===== config.mk =====
export PLATFORM = sky130hd
export DESIGN_NAME = fcmd_guard
export DESIGN_NICKNAME = d
export VERILOG_FILES = /design/src/rtl/fcmd_pkg.sv /design/src/rtl/fcmd_decode.sv /design/src/rtl/fcmd_seq.sv /design/src/rtl/fcmd_status.sv /design/src/rtl/fcmd_errclass.sv /design/src/rtl/fcmd_guard.sv
export SDC_FILE = /design/constraint.sdc
export NUM_CORES = 1
export LEC_CHECK = 0
export BUFFER_PORTS_ARGS = -buffer_cell sky130_fd_sc_hd__buf_2
export CORE_UTILIZATION = 53
export CTS_CLUSTER_SIZE = 25
export DETAILED_ROUTE_END_ITERATION = 10
export PLACE_DENSITY = 0.83
export SLEW_MARGIN = 0
export SYNTH_ARGS = -nofsm -noshare
export SYNTH_HDL_FRONTEND = slang
export SYNTH_HIERARCHICAL = 1
export SYNTH_SLANG_ARGS = --single-unit
export TNS_END_PERCENT = 1

===== constraint.sdc =====
create_clock -name clk -period 5.3 [get_ports clk]
set_clock_uncertainty 0.2 [all_clocks]
set_input_delay 0.53 -clock clk [delete_from_list [all_inputs] [get_ports clk]]
set_output_delay 0.53 -clock clk [all_outputs]
set_load 0.02 [all_outputs]

===== src/rtl/fcmd_pkg.sv =====
// Shared codes and types for the flash command status lockout unit.
// Assumes 8-bit command bytes and an 8-bit status word.
package fcmd_pkg;
    localparam int CMD_W  = 8;
    localparam int STAT_W = 8;
    localparam int KIND_W = 2;

    // Status bit positions (decoded by the error classifier)
    localparam int BIT_RDY = 7;
    localparam int BIT_ERS = 5;
    localparam int BIT_PGM = 4;
    localparam int BIT_BLK = 3;
    localparam logic [STAT_W-1:0] STAT_RESET = 8'h80;

    localparam logic [CMD_W-1:0] OP_RD_STAT   = 8'h70;
    localparam logic [CMD_W-1:0] OP_RD_LOCK   = 8'h71;
    localparam logic [CMD_W-1:0] OP_CLEAR     = 8'h50;
    localparam logic [CMD_W-1:0] OP_PAGE      = 8'h41;
    localparam logic [CMD_W-1:0] OP_ERASE     = 8'h20;
    localparam logic [CMD_W-1:0] OP_ERASE_ALL = 8'hA7;
    localparam logic [CMD_W-1:0] OP_LOCKBIT   = 8'h77;
    localparam logic [CMD_W-1:0] OP_BLKPGM    = 8'hE8;
    localparam logic [CMD_W-1:0] OP_CONFIRM   = 8'hD0;

    localparam logic [KIND_W-1:0] K_PAGE  = 2'd0;
    localparam logic [KIND_W-1:0] K_LOCK  = 2'd1;
    localparam logic [KIND_W-1:0] K_ERASE = 2'd2;
    localparam logic [KIND_W-1:0] K_BLOCK = 2'd3;

    typedef enum logic [2:0] {
        C_NONE  = 3'd0,
        C_SEQ   = 3'd1,
        C_ERASE = 3'd2,
        C_PAGE  = 3'd3,
        C_BLOCK = 3'd4
    } err_class_e;

    typedef enum logic [2:0] {
        B_OTHER,
        B_READ,
        B_CLEAR,
        B_PAGE,
        B_SETUP
    } byte_cls_e;
endpackage


===== src/rtl/fcmd_decode.sv =====
// Byte classifier: sorts a command byte into a class and, for setup
// bytes, the operation kind they arm. Purely combinational.
module fcmd_decode
    import fcmd_pkg::*;
(
    input  logic [CMD_W-1:0]  byte_in,
    output byte_cls_e         cls,
    output logic [KIND_W-1:0] setup_kind,
    output logic              is_confirm,
    output logic              is_rdstat
);
    // Map each byte value to its class and armed kind
    always_comb begin
        cls        = B_OTHER;
        setup_kind = K_ERASE;
        case (byte_in)
            OP_RD_STAT, OP_RD_LOCK: cls = B_READ;
            OP_CLEAR:               cls = B_CLEAR;
            OP_PAGE:                cls = B_PAGE;
            OP_ERASE, OP_ERASE_ALL: begin cls = B_SETUP; setup_kind = K_ERASE; end
            OP_LOCKBIT:             begin cls = B_SETUP; setup_kind = K_LOCK;  end
            OP_BLKPGM:              begin cls = B_SETUP; setup_kind = K_BLOCK; end
            default:                cls = B_OTHER;
        endcase
    end

    assign is_confirm = (byte_in == OP_CONFIRM);
    assign is_rdstat  = (byte_in == OP_RD_STAT);
endmodule


===== src/rtl/fcmd_seq.sv =====
// Command sequencer: decides accept, reject, launch, clear and sequence
// error for each byte, and tracks a pending two-byte confirm.
// Assumes the ready and lock inputs come from the status register.
module fcmd_seq
    import fcmd_pkg::*;
(
    input  logic              clk,
    input  logic              rst_n,
    input  logic              cmd_valid,
    input  byte_cls_e         cls,
    input  logic [KIND_W-1:0] setup_kind,
    input  logic              is_confirm,
    input  logic              is_rdstat,
    input  logic              ready,
    input  logic              locked,
    output logic              acc_c,
    output logic              rej_c,
    output logic              launch_c,
    output logic              clr_c,
    output logic              seqerr_c,
    output logic              acc_q,
    output logic              rej_q,
    output logic              launch_q,
    output logic [KIND_W-1:0] kind_q
);
    logic              pend_q;
    logic [KIND_W-1:0] pend_kind_q;
    logic              pend_set, pend_clr;
    logic [KIND_W-1:0] kind_c;

    // Judge the current byte against pending, busy and lock state
    always_comb begin
        acc_c    = 1'b0;
        rej_c    = 1'b0;
        launch_c = 1'b0;
        clr_c    = 1'b0;
        seqerr_c = 1'b0;
        pend_set = 1'b0;
        pend_clr = 1'b0;
        kind_c   = pend_kind_q;
        if (cmd_valid) begin
            if (pend_q) begin
                pend_clr = 1'b1;
                if (is_confirm) begin
                    acc_c    = 1'b1;
                    launch_c = 1'b1;
                end else begin
                    seqerr_c = 1'b1;
                end
            end else if (!ready) begin
                if (is_rdstat) acc_c = 1'b1;
                else           rej_c = 1'b1;
            end else begin
                case (cls)
                    B_READ:  acc_c = 1'b1;
                    B_CLEAR: begin acc_c = 1'b1; clr_c = 1'b1; end
                    B_PAGE: begin
                        if (locked) rej_c = 1'b1;
                        else begin
                            acc_c    = 1'b1;
                            launch_c = 1'b1;
                            kind_c   = K_PAGE;
                        end
                    end
                    B_SETUP: begin
                        if (locked) rej_c = 1'b1;
                        else begin
                            acc_c    = 1'b1;
                            pend_set = 1'b1;
                        end
                    end
                    default: rej_c = 1'b1;
                endcase
            end
        end
    end

    // Hold the armed two-byte command until its confirm slot
    always_ff @(posedge clk) begin
        if (!rst_n) begin
            pend_q      <= 1'b0;
            pend_kind_q <= K_PAGE;
        end else if (pend_set) begin
            pend_q      <= 1'b1;
            pend_kind_q <= setup_kind;
        end else if (pend_clr) begin
            pend_q      <= 1'b0;
        end
    end

    // Register the one-cycle result pulses toward host and engine
    always_ff @(posedge clk) begin
        if (!rst_n) begin
            acc_q    <= 1'b0;
            rej_q    <= 1'b0;
            launch_q <= 1'b0;
            kind_q   <= K_PAGE;
        end else begin
            acc_q    <= acc_c;
            rej_q    <= rej_c;
            launch_q <= launch_c;
            if (launch_c) kind_q <= kind_c;
        end
    end


    pend_idle_chk: assert property (@(posedge clk) disable iff (!rst_n)
        pend_q |-> ready);


    acc_rej_excl_chk: assert property (@(posedge clk) disable iff (!rst_n)
        !(acc_q && rej_q));
endmodule


===== src/rtl/fcmd_status.sv =====
// Status register: ready flag and three error bits, updated by launch,
// completion, clear and sequence-error events. Other bits read zero.
// Assumes clear and sequence error only occur while ready.
module fcmd_status
    import fcmd_pkg::*;
(
    input  logic              clk,
    input  logic              rst_n,
    input  logic              launch_c,
    input  logic              clr_c,
    input  logic              seqerr_c,
    input  logic              op_done,
    input  logic              op_fail,
    input  logic [KIND_W-1:0] op_kind,
    output logic [STAT_W-1:0] stat
);
    // Apply all status events that fall on this edge
    always_ff @(posedge clk) begin
        if (!rst_n) begin
            stat <= STAT_RESET;
        end else begin
            if (launch_c) stat[BIT_RDY] <= 1'b0;
            if (op_done && !stat[BIT_RDY]) begin
                stat[BIT_RDY] <= 1'b1;
                if (op_fail) begin
                    case (op_kind)
                        K_PAGE, K_LOCK: stat[BIT_PGM] <= 1'b1;
                        K_ERASE:        stat[BIT_ERS] <= 1'b1;
                        default:        stat[BIT_BLK] <= 1'b1;
                    endcase
                end
            end
            if (clr_c) begin
                stat[BIT_ERS] <= 1'b0;
                stat[BIT_PGM] <= 1'b0;
                stat[BIT_BLK] <= 1'b0;
            end
            if (seqerr_c) begin
                stat[BIT_ERS] <= 1'b1;
                stat[BIT_PGM] <= 1'b1;
            end
        end
    end


    clear_wipes_chk: assert property (@(posedge clk) disable iff (!rst_n)
        clr_c |=> (stat[BIT_ERS:BIT_BLK] == 3'b000));


    seqerr_bits_chk: assert property (@(posedge clk) disable iff (!rst_n)
        seqerr_c |=> (stat[BIT_ERS] && stat[BIT_PGM]));


    done_ready_chk: assert property (@(posedge clk) disable iff (!rst_n)
        (op_done && !stat[BIT_RDY]) |=> stat[BIT_RDY]);


    idle_done_ignored_chk: assert property (@(posedge clk) disable iff (!rst_n)
        (op_done && stat[BIT_RDY] && !launch_c && !clr_c && !seqerr_c) |=> $stable(stat));
endmodule


===== src/rtl/fcmd_errclass.sv =====
// Error classifier: turns status bits 5..3 into a class code, with the
// sequence case taking priority. Purely combinational.
module fcmd_errclass
    import fcmd_pkg::*;
(
    input  logic       ers,
    input  logic       pgm,
    input  logic       blk,
    output err_class_e cls
);
    // Priority decode of the three error bits
    always_comb begin
        if (ers && pgm)  cls = C_SEQ;
        else if (ers)    cls = C_ERASE;
        else if (pgm)    cls = C_PAGE;
        else if (blk)    cls = C_BLOCK;
        else             cls = C_NONE;
    end
endmodule


===== src/rtl/fcmd_guard.sv =====
// Top of the flash command status lockout unit. Ties the byte classifier,
// the sequencer, the status register and the error classifier together.
// Assumes the engine raises op_done once per launch.
module fcmd_guard
    import fcmd_pkg::*;
(
    input  logic              clk,
    input  logic              rst_n,
    input  logic              cmd_valid,
    input  logic [CMD_W-1:0]  cmd_byte,
    input  logic              op_done,
    input  logic              op_fail,
    input  logic [KIND_W-1:0] op_kind,
    output logic              launch,
    output logic [KIND_W-1:0] launch_kind,
    output logic              cmd_accept,
    output logic              cmd_reject,
    output logic [STAT_W-1:0] status,
    output logic [2:0]        err_class
);
    byte_cls_e         bcls;
    logic [KIND_W-1:0] setup_kind;
    logic              is_confirm, is_rdstat;
    logic              acc_c, rej_c, launch_c, clr_c, seqerr_c;
    logic              ready, locked;
    err_class_e        ecls;

    assign ready  = status[BIT_RDY];
    assign locked = status[BIT_ERS] | status[BIT_PGM] | status[BIT_BLK];

    fcmd_decode u_decode (
        .byte_in    (cmd_byte),
        .cls        (bcls),
        .setup_kind (setup_kind),
        .is_confirm (is_confirm),
        .is_rdstat  (is_rdstat)
    );

    fcmd_seq u_seq (
        .clk        (clk),
        .rst_n      (rst_n),
        .cmd_valid  (cmd_valid),
        .cls        (bcls),
        .setup_kind (setup_kind),
        .is_confirm (is_confirm),
        .is_rdstat  (is_rdstat),
        .ready      (ready),
        .locked     (locked),
        .acc_c      (acc_c),
        .rej_c      (rej_c),
        .launch_c   (launch_c),
        .clr_c      (clr_c),
        .seqerr_c   (seqerr_c),
        .acc_q      (cmd_accept),
        .rej_q      (cmd_reject),
        .launch_q   (launch),
        .kind_q     (launch_kind)
    );

    fcmd_status u_status (
        .clk      (clk),
        .rst_n    (rst_n),
        .launch_c (launch_c),
        .clr_c    (clr_c),
        .seqerr_c (seqerr_c),
        .op_done  (op_done),
        .op_fail  (op_fail),
        .op_kind  (op_kind),
        .stat     (status)
    );

    fcmd_errclass u_errclass (
        .ers (status[BIT_ERS]),
        .pgm (status[BIT_PGM]),
        .blk (status[BIT_BLK]),
        .cls (ecls)
    );

    assign err_class = ecls;


    launch_busy_chk: assert property (@(posedge clk) disable iff (!rst_n)
        launch |-> !status[BIT_RDY]);


    launch_unlocked_chk: assert property (@(posedge clk) disable iff (!rst_n)
        launch |-> ($past(status[BIT_ERS:BIT_BLK]) == 3'b000));


    launch_from_ready_chk: assert property (@(posedge clk) disable iff (!rst_n)
        launch |-> $past(status[BIT_RDY]));


    reject_keeps_chk: assert property (@(posedge clk) disable iff (!rst_n)
        (rej_c && !op_done) |=> $stable(status));


    seq_class_chk: assert property (@(posedge clk) disable iff (!rst_n)
        (status[BIT_ERS] && status[BIT_PGM]) |-> (err_class == 3'd1));
endmodule


==> results of run 1 <==
metrics by stage:
| stage | util [%] | setup slack, ns | hold slack [ns] |
|---|---|---|---|
| floorplan | - | 2.76 | 0.231 |
| global placement | 66.9 | 2.38 | 0.245 |
| detailed placement | 66.9 | 2.34 | 0.257 |
| CTS | 69.2 | 2.64 | 0.269 |
| global route | 69.2 | 2.42 | 0.289 |
| finish | 69.2 | 2.63 | 0.263 |
metal layers:
layer	vias up	GRT usage [%]	share of wire, %
met4	0	7.50	0.55
met2	22	35.8	49
met3	2	7.08	4.7
met1	380	27.7	46
met5	-	0	0
li1	443	-	-
worst max path at each step:
stage                 from          endpoint  cells after the start
2_1_floorplan  cmd_byte[3]  u_status/stat[5]                      6
3_3_place_gp   cmd_byte[3]  u_status/stat[5]                      7
3_5_place_dp   cmd_byte[3]  u_status/stat[5]                      7
4_1_cts        cmd_byte[3]  u_status/stat[5]                      7
5_1_grt        cmd_byte[3]  u_status/stat[5]                      7
6_report       cmd_byte[3]  u_status/stat[5]                      7
flip-flops by register name (all words and copies together) (netlist names):
| signal | flops |
|---|---|
| u_status/stat | 4 |
| u_seq/pend_q | 1 |
| u_seq/acc_q | 1 |
| u_seq/launch_q | 1 |
| u_seq/kind_q | 2 |
| u_seq/pend_kind_q | 2 |
| u_seq/rej_q | 1 |
final cells by class:
cell class                 instances  share of cell area, %
timing repair buffer              26                   12.1
sequential                        12                   22.3
inverter                           4                   1.39
tap                               16                   1.86
multi-input combinational         87                   59.0
clock buffer                       4                   3.36
power groups by stage:
stage	clock network [W]	logic, W	registers [W]
after CTS	0.0000752	0.0000254	0.0000910
after global routing	0.0000791	0.0000283	0.0000911
after detailed placement	0	0.0000253	0.0000932
final	0.0000712	0.0000256	0.0000910
after global placement	0	0.0000245	0.0000932
after floorplan	0	0.0000153	0.0000939
critical path, delay by kind of cell:
family | cells | cell delay (ns)
AO/OA/AOI/OAI | 1 | 0.09
buffers and inverters | 1 | 0.12
AND/OR/NAND/NOR | 5 | 1.90
==> reports/metrics.cfg, run 1 <==
[status]
outcome=complete, but fails checks
violations=DRC

[drt]
via_per_inst=5.68
routed_wl_um=1800
drt-initial-drc-count=33
first_pass_iters=7
routedWlPerCell_um=12.1
num_vias=847
ant_nets=0
drc=4

[cells_and_area]
fin_nets=151
final_common_cell=buf_2
nFillCells=140
num_antenna_cells=0
fin_cells=149
drive_gt1_share_pct=29.3
design_area_um2=1080
regArea_um2=240
multi_input_area_um2=637
syn_to_final_growth_pct=17.9
final_cell_mix=26 x buf_2, 13 x nand2_1, 12 x dfxtp_1

[clock_tree]
htreeDepth=1
cts_buffer_depth=2
cts_buffers=3
post_cts_buffers=0
cts_tree=done
cts.clk_slew.worst_paths_ns=0.07
ctsHoldBuffers=0
cts-root-buf=clkbuf_4
worstSkewPairLatency_ns=0.27
cts_sinks=12
ctsResizeCount=0

[critical_path]
reg2reg_depth=6
worstPathRequired_ns=5.26
endpoint_kind=register
crit_type=in -> reg
cp_max_fo=6
cp-start-kind=input pin
crit_slowest_cell=nor4b_1
arrival_ns=2.63
r2r_end=u_status/stat[7]
r2r-start=u_status/stat[4]
cp_slowest_stage_delay_ns=0.59
rrSetupSlack_ns=3.33
crit_chain=buf_2 -> nand2b_1 -> or4_1 -> nor3_1 -> nor4b_1 -> nand3b_1 -> o211ai_2

[die]
rows=14
dieArea_um2=1900
dieWidth_um=43.5
initial_core_util_pct=58.7
die_height_um=43.5
io_pins=31
core_area_um2=1560

[worst_hold_path]
holdPathStages=2
hold_start=u_seq/pend_kind_q[1]
hold_end=u_seq/pend_kind_q[1]
hold_class=reg -> reg

[pwr]
p_sw_w=0.0000453
pwr-share-comb_pct=13.6
p_int_w=0.000142
seqPwrFrac_pct=48.5
leakage_nw=0.480
power_density_nw_per_um2=174
p_total_w=0.000188
pwr-share-clk_pct=37.9
ir_drop_v=0.000149
netSwitchingFraction_pct=24.1

[global_route]
first_global_vias=750
grt_util_all_layers_pct=22.2
grt_antenna_before_repair=0
overflow=0
grt_start_max_net_pins=19
grt_pass1_wl_um=3150

[sta]
finalSetupViolCount=0
relSlewSlack_pct=55.2
finalCritPeriodShare_pct=50.4
max_freq_ghz=0.374
min_period_ns=2.67
finalHoldViolations=0
max_slew.worst_pin.slew_ns=0.672
final.setup.tns_ns=0
rsz0062_at_grt=no
finalMaxSlewViolations=0

[placement]
io_buffers=26
dp.final_hpwl_um=1410
post-place-cells=145
place_congestion=0.890
dpl_cell_area_um2=1040

[yosys]
synthCells=105
yosys_warnings=6
syn_area_per_cell_um2=8.71
synth_area_um2=915

[job]
drv_cap=0

Power figures use the tool's default switching activity.
==> inputs of run 2 (changes only) <==
--- a/config.mk
+++ b/config.mk
@@ -6,10 +6,10 @@
 export NUM_CORES = 1
 export LEC_CHECK = 0
 export BUFFER_PORTS_ARGS = -buffer_cell sky130_fd_sc_hd__buf_2
-export CORE_UTILIZATION = 53
+export CORE_UTILIZATION = 49
 export CTS_CLUSTER_SIZE = 25
 export DETAILED_ROUTE_END_ITERATION = 10
-export PLACE_DENSITY = 0.83
+export PLACE_DENSITY = 0.78
 export SLEW_MARGIN = 0
 export SYNTH_ARGS = -nofsm -noshare
 export SYNTH_HDL_FRONTEND = slang
==> constraint.sdc (replaced) <==
create_clock -name clk -period 2.65 [get_ports clk]
set_clock_uncertainty 0.2 [all_clocks]
set_input_delay 0.265 -clock clk [delete_from_list [all_inputs] [get_ports clk]]
set_output_delay 0.265 -clock clk [all_outputs]
set_load 0.02 [all_outputs]
==> run 2 against run 1 <==
  * The flow now finishes without violations
  * Core utilization fell by 5.5 points
  * Sequential share of layout area decreased by 0.68 points
  * Via count increased by 6.0%
  * Highest routed layer unchanged
==> reports/metrics.cfg, run 2 (synthesis results as in run 1) <==
[drt]
first_pass_iters=4  ; -3
drc=0  ; -4
num_vias=898  ; +6.0%
ant_nets=0  ; unchanged
via_per_inst=5.58  ; -1.9%
routed_wl_um=2040  ; +13%
drt-initial-drc-count=15  ; -55%
routedWlPerCell_um=12.6  ; +4.6%

[critical_path]
worstPathRequired_ns=2.66  ; -2.60 ns
r2r_end=u_status/stat[7]
crit_type=in -> reg
arrival_ns=2.29  ; -0.34 ns
endpoint_kind=register
critPathLaunch=cmd_byte[0]
cp-start-kind=input pin
rrSetupSlack_ns=0.64  ; -2.69 ns
r2r-start=u_status/stat[4]
cp_max_fo=8  ; +2
reg2reg_depth=6  ; unchanged
endpoint=u_status/stat[5]

[placement]
place_congestion=0.929  ; +4.4%
dp.final_hpwl_um=1560  ; +10%
io_buffers=26  ; unchanged
dpl_cell_area_um2=1080  ; +3.2%

[clock_tree]
cts_sinks=12  ; unchanged
cts.clk_slew.worst_paths_ns=0.08  ; about the same
cts_buffers=3  ; unchanged
post_cts_buffers=0  ; unchanged
ctsHoldBuffers=0  ; unchanged
htreeDepth=1  ; unchanged
cts-root-buf=clkbuf_4
worstSkewPairLatency_ns=0.28  ; about the same
ctsResizeCount=0  ; unchanged
cts_tree=done
cts_buffer_depth=2  ; unchanged

[cells_and_area]
drive_gt1_share_pct=30.9  ; +1.6 points
final_cell_mix=26 x buf_2, 13 x nand2_1, 12 x dfxtp_1
syn_to_final_growth_pct=21.6
reg_top3=u_status/stat x4, u_seq/kind_q x2, u_seq/pend_kind_q x2
num_antenna_cells=0  ; unchanged
fin_nets=154  ; +2.0%
top_register=u_status/stat
largest_reg_flops=4  ; unchanged
design_area_um2=1110  ; +3.1%
final_common_cell=buf_2

[worst_hold_path]
hold_class=in -> reg

[pwr]
pwr-share-clk_pct=38.9  ; +1.0 points
leakage_nw=0.496  ; +3.4%
p_sw_w=0.0000982  ; +120%
p_int_w=0.000285  ; +100%
ir_drop_v=0.000284  ; +91%
seqPwrFrac_pct=47.5  ; -1.0 points
pwr-share-comb_pct=13.7  ; about the same
netSwitchingFraction_pct=25.6  ; +1.5 points
power_density_nw_per_um2=345  ; +98%

[die]
io_pins=31  ; unchanged
dieWidth_um=45.2  ; +3.8%
die_height_um=45.2  ; +3.8%
core_area_um2=1750  ; +12%
dieArea_um2=2040  ; +7.8%
initial_core_util_pct=52.4  ; -6.3 points
rows=15  ; +1

[global_route]
grt_antenna_before_repair=0  ; unchanged
grt_start_max_net_pins=19  ; unchanged
grt_util_all_layers_pct=22.7  ; +0.56 points
overflow=0  ; unchanged
first_global_vias=759  ; +1.2%
grt_pass1_wl_um=3260  ; +3.7%

[sta]
rsz0062_at_grt=no
finalSetupViolCount=0  ; unchanged
finalMaxSlewViolations=0  ; unchanged
max_freq_ghz=0.439
relSlewSlack_pct=60.7  ; +5.5 points
max_slew.worst_pin.slew_ns=0.581  ; -0.0908 ns
final.setup.tns_ns=0  ; unchanged
finalHoldViolations=0  ; unchanged
min_period_ns=2.28
finalCritPeriodShare_pct=86.0

[status]
outcome=finished clean

[job]
drv_cap=0  ; unchanged

==> run 2: cell count changes in the layout (fill, tap and decap cells not counted) <==
| cell | change |
|---|---|
| buf_4 | +3 |
==> run 2: worst max-delay path: stages <==
cell      delay [ns]
buf_2           0.13
or4b_4          0.54
o32ai_2         0.28
a22o_1          0.32
nor4b_1         0.09
buf_4           0.15
or3b_1          0.36
o211ai_2        0.14
==> run 2: worst min path at each step <==
stage,start,end,slack (ns),cells past startpoint
CTS,op_done,u_status/stat[7],0.03,3
detailed placement,u_seq/pend_kind_q[1],u_seq/pend_kind_q[1],0.26,2
floorplan,rst_n,u_status/stat[7],0.14,1
global route,op_done,u_status/stat[7],0.05,3
global placement,u_seq/pend_kind_q[0],u_seq/pend_kind_q[0],0.25,2
finish,op_done,u_status/stat[7],0.04,3
==> run 2: power groups by stage <==
stage,clock [W],combinational [W],sequential [W]
2_1_floorplan,0,0.0000305,0.000188
3_3_place_gp,0,0.0000495,0.000186
3_5_place_dp,0,0.0000517,0.000186
4_1_cts,0.000152,0.0000519,0.000182
5_1_grt,0.000161,0.0000573,0.000182
6_report,0.000149,0.0000524,0.000182
==> run 2: per-stage QoR <==
step	setup slack, ns	instances	hold slack, ns	utilization [%]	total power [W]
after floorplan	0.372	108	0.137	-	0.000218
after global placement	0.175	157	0.246	61.6	0.000236
after detailed placement	0.0860	157	0.257	61.6	0.000238
after CTS	0.377	161	0.0336	63.7	0.000386
after global routing	0.304	161	0.0485	63.7	0.000401
final	0.371	161	0.0419	63.7	0.000384
==> run 2: final cells by class <==
class                           instances  area (um2)
Clock buffer                            4        36.3
Fill cell                             169         633
Inverter                                4        15.0
Multi-Input combinational cell         87         637
Sequential cell                        12         240
Tap cell                               25        31.3
Timing Repair Buffer                   29         153
==> run 2: layer usage <==
metal	wire length [um]	part of all wire, %	GRT usage, %
met1	842	41	24.8
met2	1040	51	39.4
met3	121	5.9	7.20
met4	30	1.5	10.9
met5	0	0	0
==> inputs of run 3 (changes only) <==
--- a/config.mk
+++ b/config.mk
@@ -9,7 +9,7 @@
 export CORE_UTILIZATION = 49
 export CTS_CLUSTER_SIZE = 25
 export DETAILED_ROUTE_END_ITERATION = 10
-export PLACE_DENSITY = 0.78
+export PLACE_DENSITY = 0.85
 export SLEW_MARGIN = 0
 export SYNTH_ARGS = -nofsm -noshare
 export SYNTH_HDL_FRONTEND = slang
==> run 3 against run 2 <==
  * Clock-buffer cell count fell by 1
  * Via count shrank 3.3%
  * Sequential share of layout area rose by 0.27 points
  * Critical path type unchanged
==> reports/metrics.cfg, run 3 (synthesis results as in run 1) <==
[status]
outcome=finished clean

[cells_and_area]
final_core_util_pct=62.9  ; -0.79 points
reg_top3=u_status/stat x4, u_seq/kind_q x2, u_seq/pend_kind_q x2
final_cell_mix=26 x buf_2, 13 x nand2_1, 12 x dfxtp_1
fin_nets=154  ; unchanged
drive_gt1_share_pct=30.4  ; -0.51 points
largest_reg_flops=4  ; unchanged
num_antenna_cells=0  ; unchanged
final_common_cell=buf_2
top_register=u_status/stat
syn_to_final_growth_pct=20.1

[global_route]
first_global_vias=716  ; -5.7%
grt_pass1_wl_um=3060  ; -6.1%
grt_util_all_layers_pct=20.4  ; -2.3 points
overflow=0  ; unchanged
grt_antenna_before_repair=0  ; unchanged
grt_start_max_net_pins=19  ; unchanged

[sta]
relSlewSlack_pct=60.3  ; -0.36 points
finalMaxSlewViolations=0  ; unchanged
final.setup.tns_ns=0  ; unchanged
finalHoldViolations=0  ; unchanged
min_period_ns=2.32  ; +0.0451 ns
fin_ws_ns=0.326  ; -0.0451 ns
max_freq_ghz=0.430  ; -1.9%
max_slew.worst_pin.slew_ns=0.587  ; +0.00532 ns
finalCritPeriodShare_pct=87.7  ; +1.7 points
rsz0062_at_grt=no
finalSetupViolCount=0  ; unchanged

[critical_path]
cp_max_fo=8  ; unchanged
endpoint_kind=register
crit_chain=buf_2 -> or4b_4 -> o32ai_2 -> a22o_1 -> nor4b_1 -> buf_4 -> or3b_1 -> o211ai_2
crit_slowest_cell=or4b_4
crit_type=in -> reg
arrival_ns=2.32  ; +0.03 ns
cp_slowest_stage_delay_ns=0.55  ; about the same
cp-start-kind=input pin
worstPathRequired_ns=2.65  ; about the same

[die]
die_height_um=45.2  ; unchanged
io_pins=31  ; unchanged
initial_core_util_pct=52.4  ; unchanged
dieWidth_um=45.2  ; unchanged
core_area_um2=1750  ; unchanged
dieArea_um2=2040  ; unchanged
rows=15  ; unchanged

[clock_tree]
ctsHoldBuffers=0  ; unchanged
cts_buffer_depth=2  ; unchanged
worstSkewPairLatency_ns=0.27  ; about the same
cts-root-buf=clkbuf_4
post_cts_buffers=0  ; unchanged
cts.clk_slew.worst_paths_ns=0.07  ; about the same
cts_sinks=12  ; unchanged
cts_tree=done
ctsResizeCount=0  ; unchanged
htreeDepth=1  ; unchanged
cts_buffers=3  ; unchanged

[drt]
highest_layer=met4
routed_wl_um=1890  ; -7.4%
first_pass_iters=4  ; unchanged
wl_met3_um=79  ; -35%
wl_met1_um=871  ; +3.4%
num_vias=868  ; -3.3%
drc=0  ; unchanged
ant_nets=0  ; unchanged
via_per_inst=5.43  ; -2.7%
drt-initial-drc-count=11  ; -4
met2RoutedLength_um=923  ; -11%
routedWlPerCell_um=11.8  ; -6.8%

[job]
drv_cap=0  ; unchanged

[pwr]
leakage_nw=0.489  ; -1.4%
power_density_nw_per_um2=309  ; -10%
ir_drop_v=0.000318  ; +12%

[placement]
place_congestion=0.893  ; -3.9%
place_ws_ns=0.0732  ; -0.0129 ns
io_buffers=26  ; unchanged
dp.final_hpwl_um=1440  ; -7.5%

[worst_hold_path]
hold_class=in -> reg

## run 3: final timing paths
kind                                          to                  from  slack (ns)  cells past startpoint
worst max-delay path            u_status/stat[5]           cmd_byte[0]        0.33                      8
worst min-delay path            u_status/stat[7]               op_done        0.06                      3
worst max register to register  u_status/stat[7]      u_status/stat[4]        0.66                      6
worst min register to register   u_seq/kind_q[0]  u_seq/pend_kind_q[0]        0.26                      2
## run 3: area by class of cell
type	count	area, um2
fill	162	647
clock buffer	3	22.5
sequential	12	240
inverter	4	15.0
multi-input combinational	87	637
tap	25	31.3
timing repair buffer	29	153
## run 3: per-layer routing
metal  vias to the layer above  global-route usage [%]
met5                         -                       0
met1                       398                    24.8
met2                        22                    34.8
met4                         0                    4.85
met3                         2                    6.40
li1                        446                       -
## run 3: per-stage QoR
stage,hold WS [ns],instances,area [um2],power [W]
finish,0.0560,160,1100,0.000340
global route,0.0710,160,1100,0.000360
CTS,0.0425,160,1100,0.000346
detailed placement,0.250,157,1080,0.000238
global placement,0.246,157,1080,0.000236
floorplan,0.137,108,926,0.000218
## run 3: where the power goes
group,internal (W),switching (W)
sequential,0.000182,0.000000575
clock,0.0000525,0.0000529
combinational,0.0000203,0.0000317
## run 3: worst max-delay path, delay by kind of cell
family,cells,cell delay [ns]
and+or+nand+nor,3,1.00
buffers and inverters,2,0.30
AOI/OAI and AO/OA,3,0.75
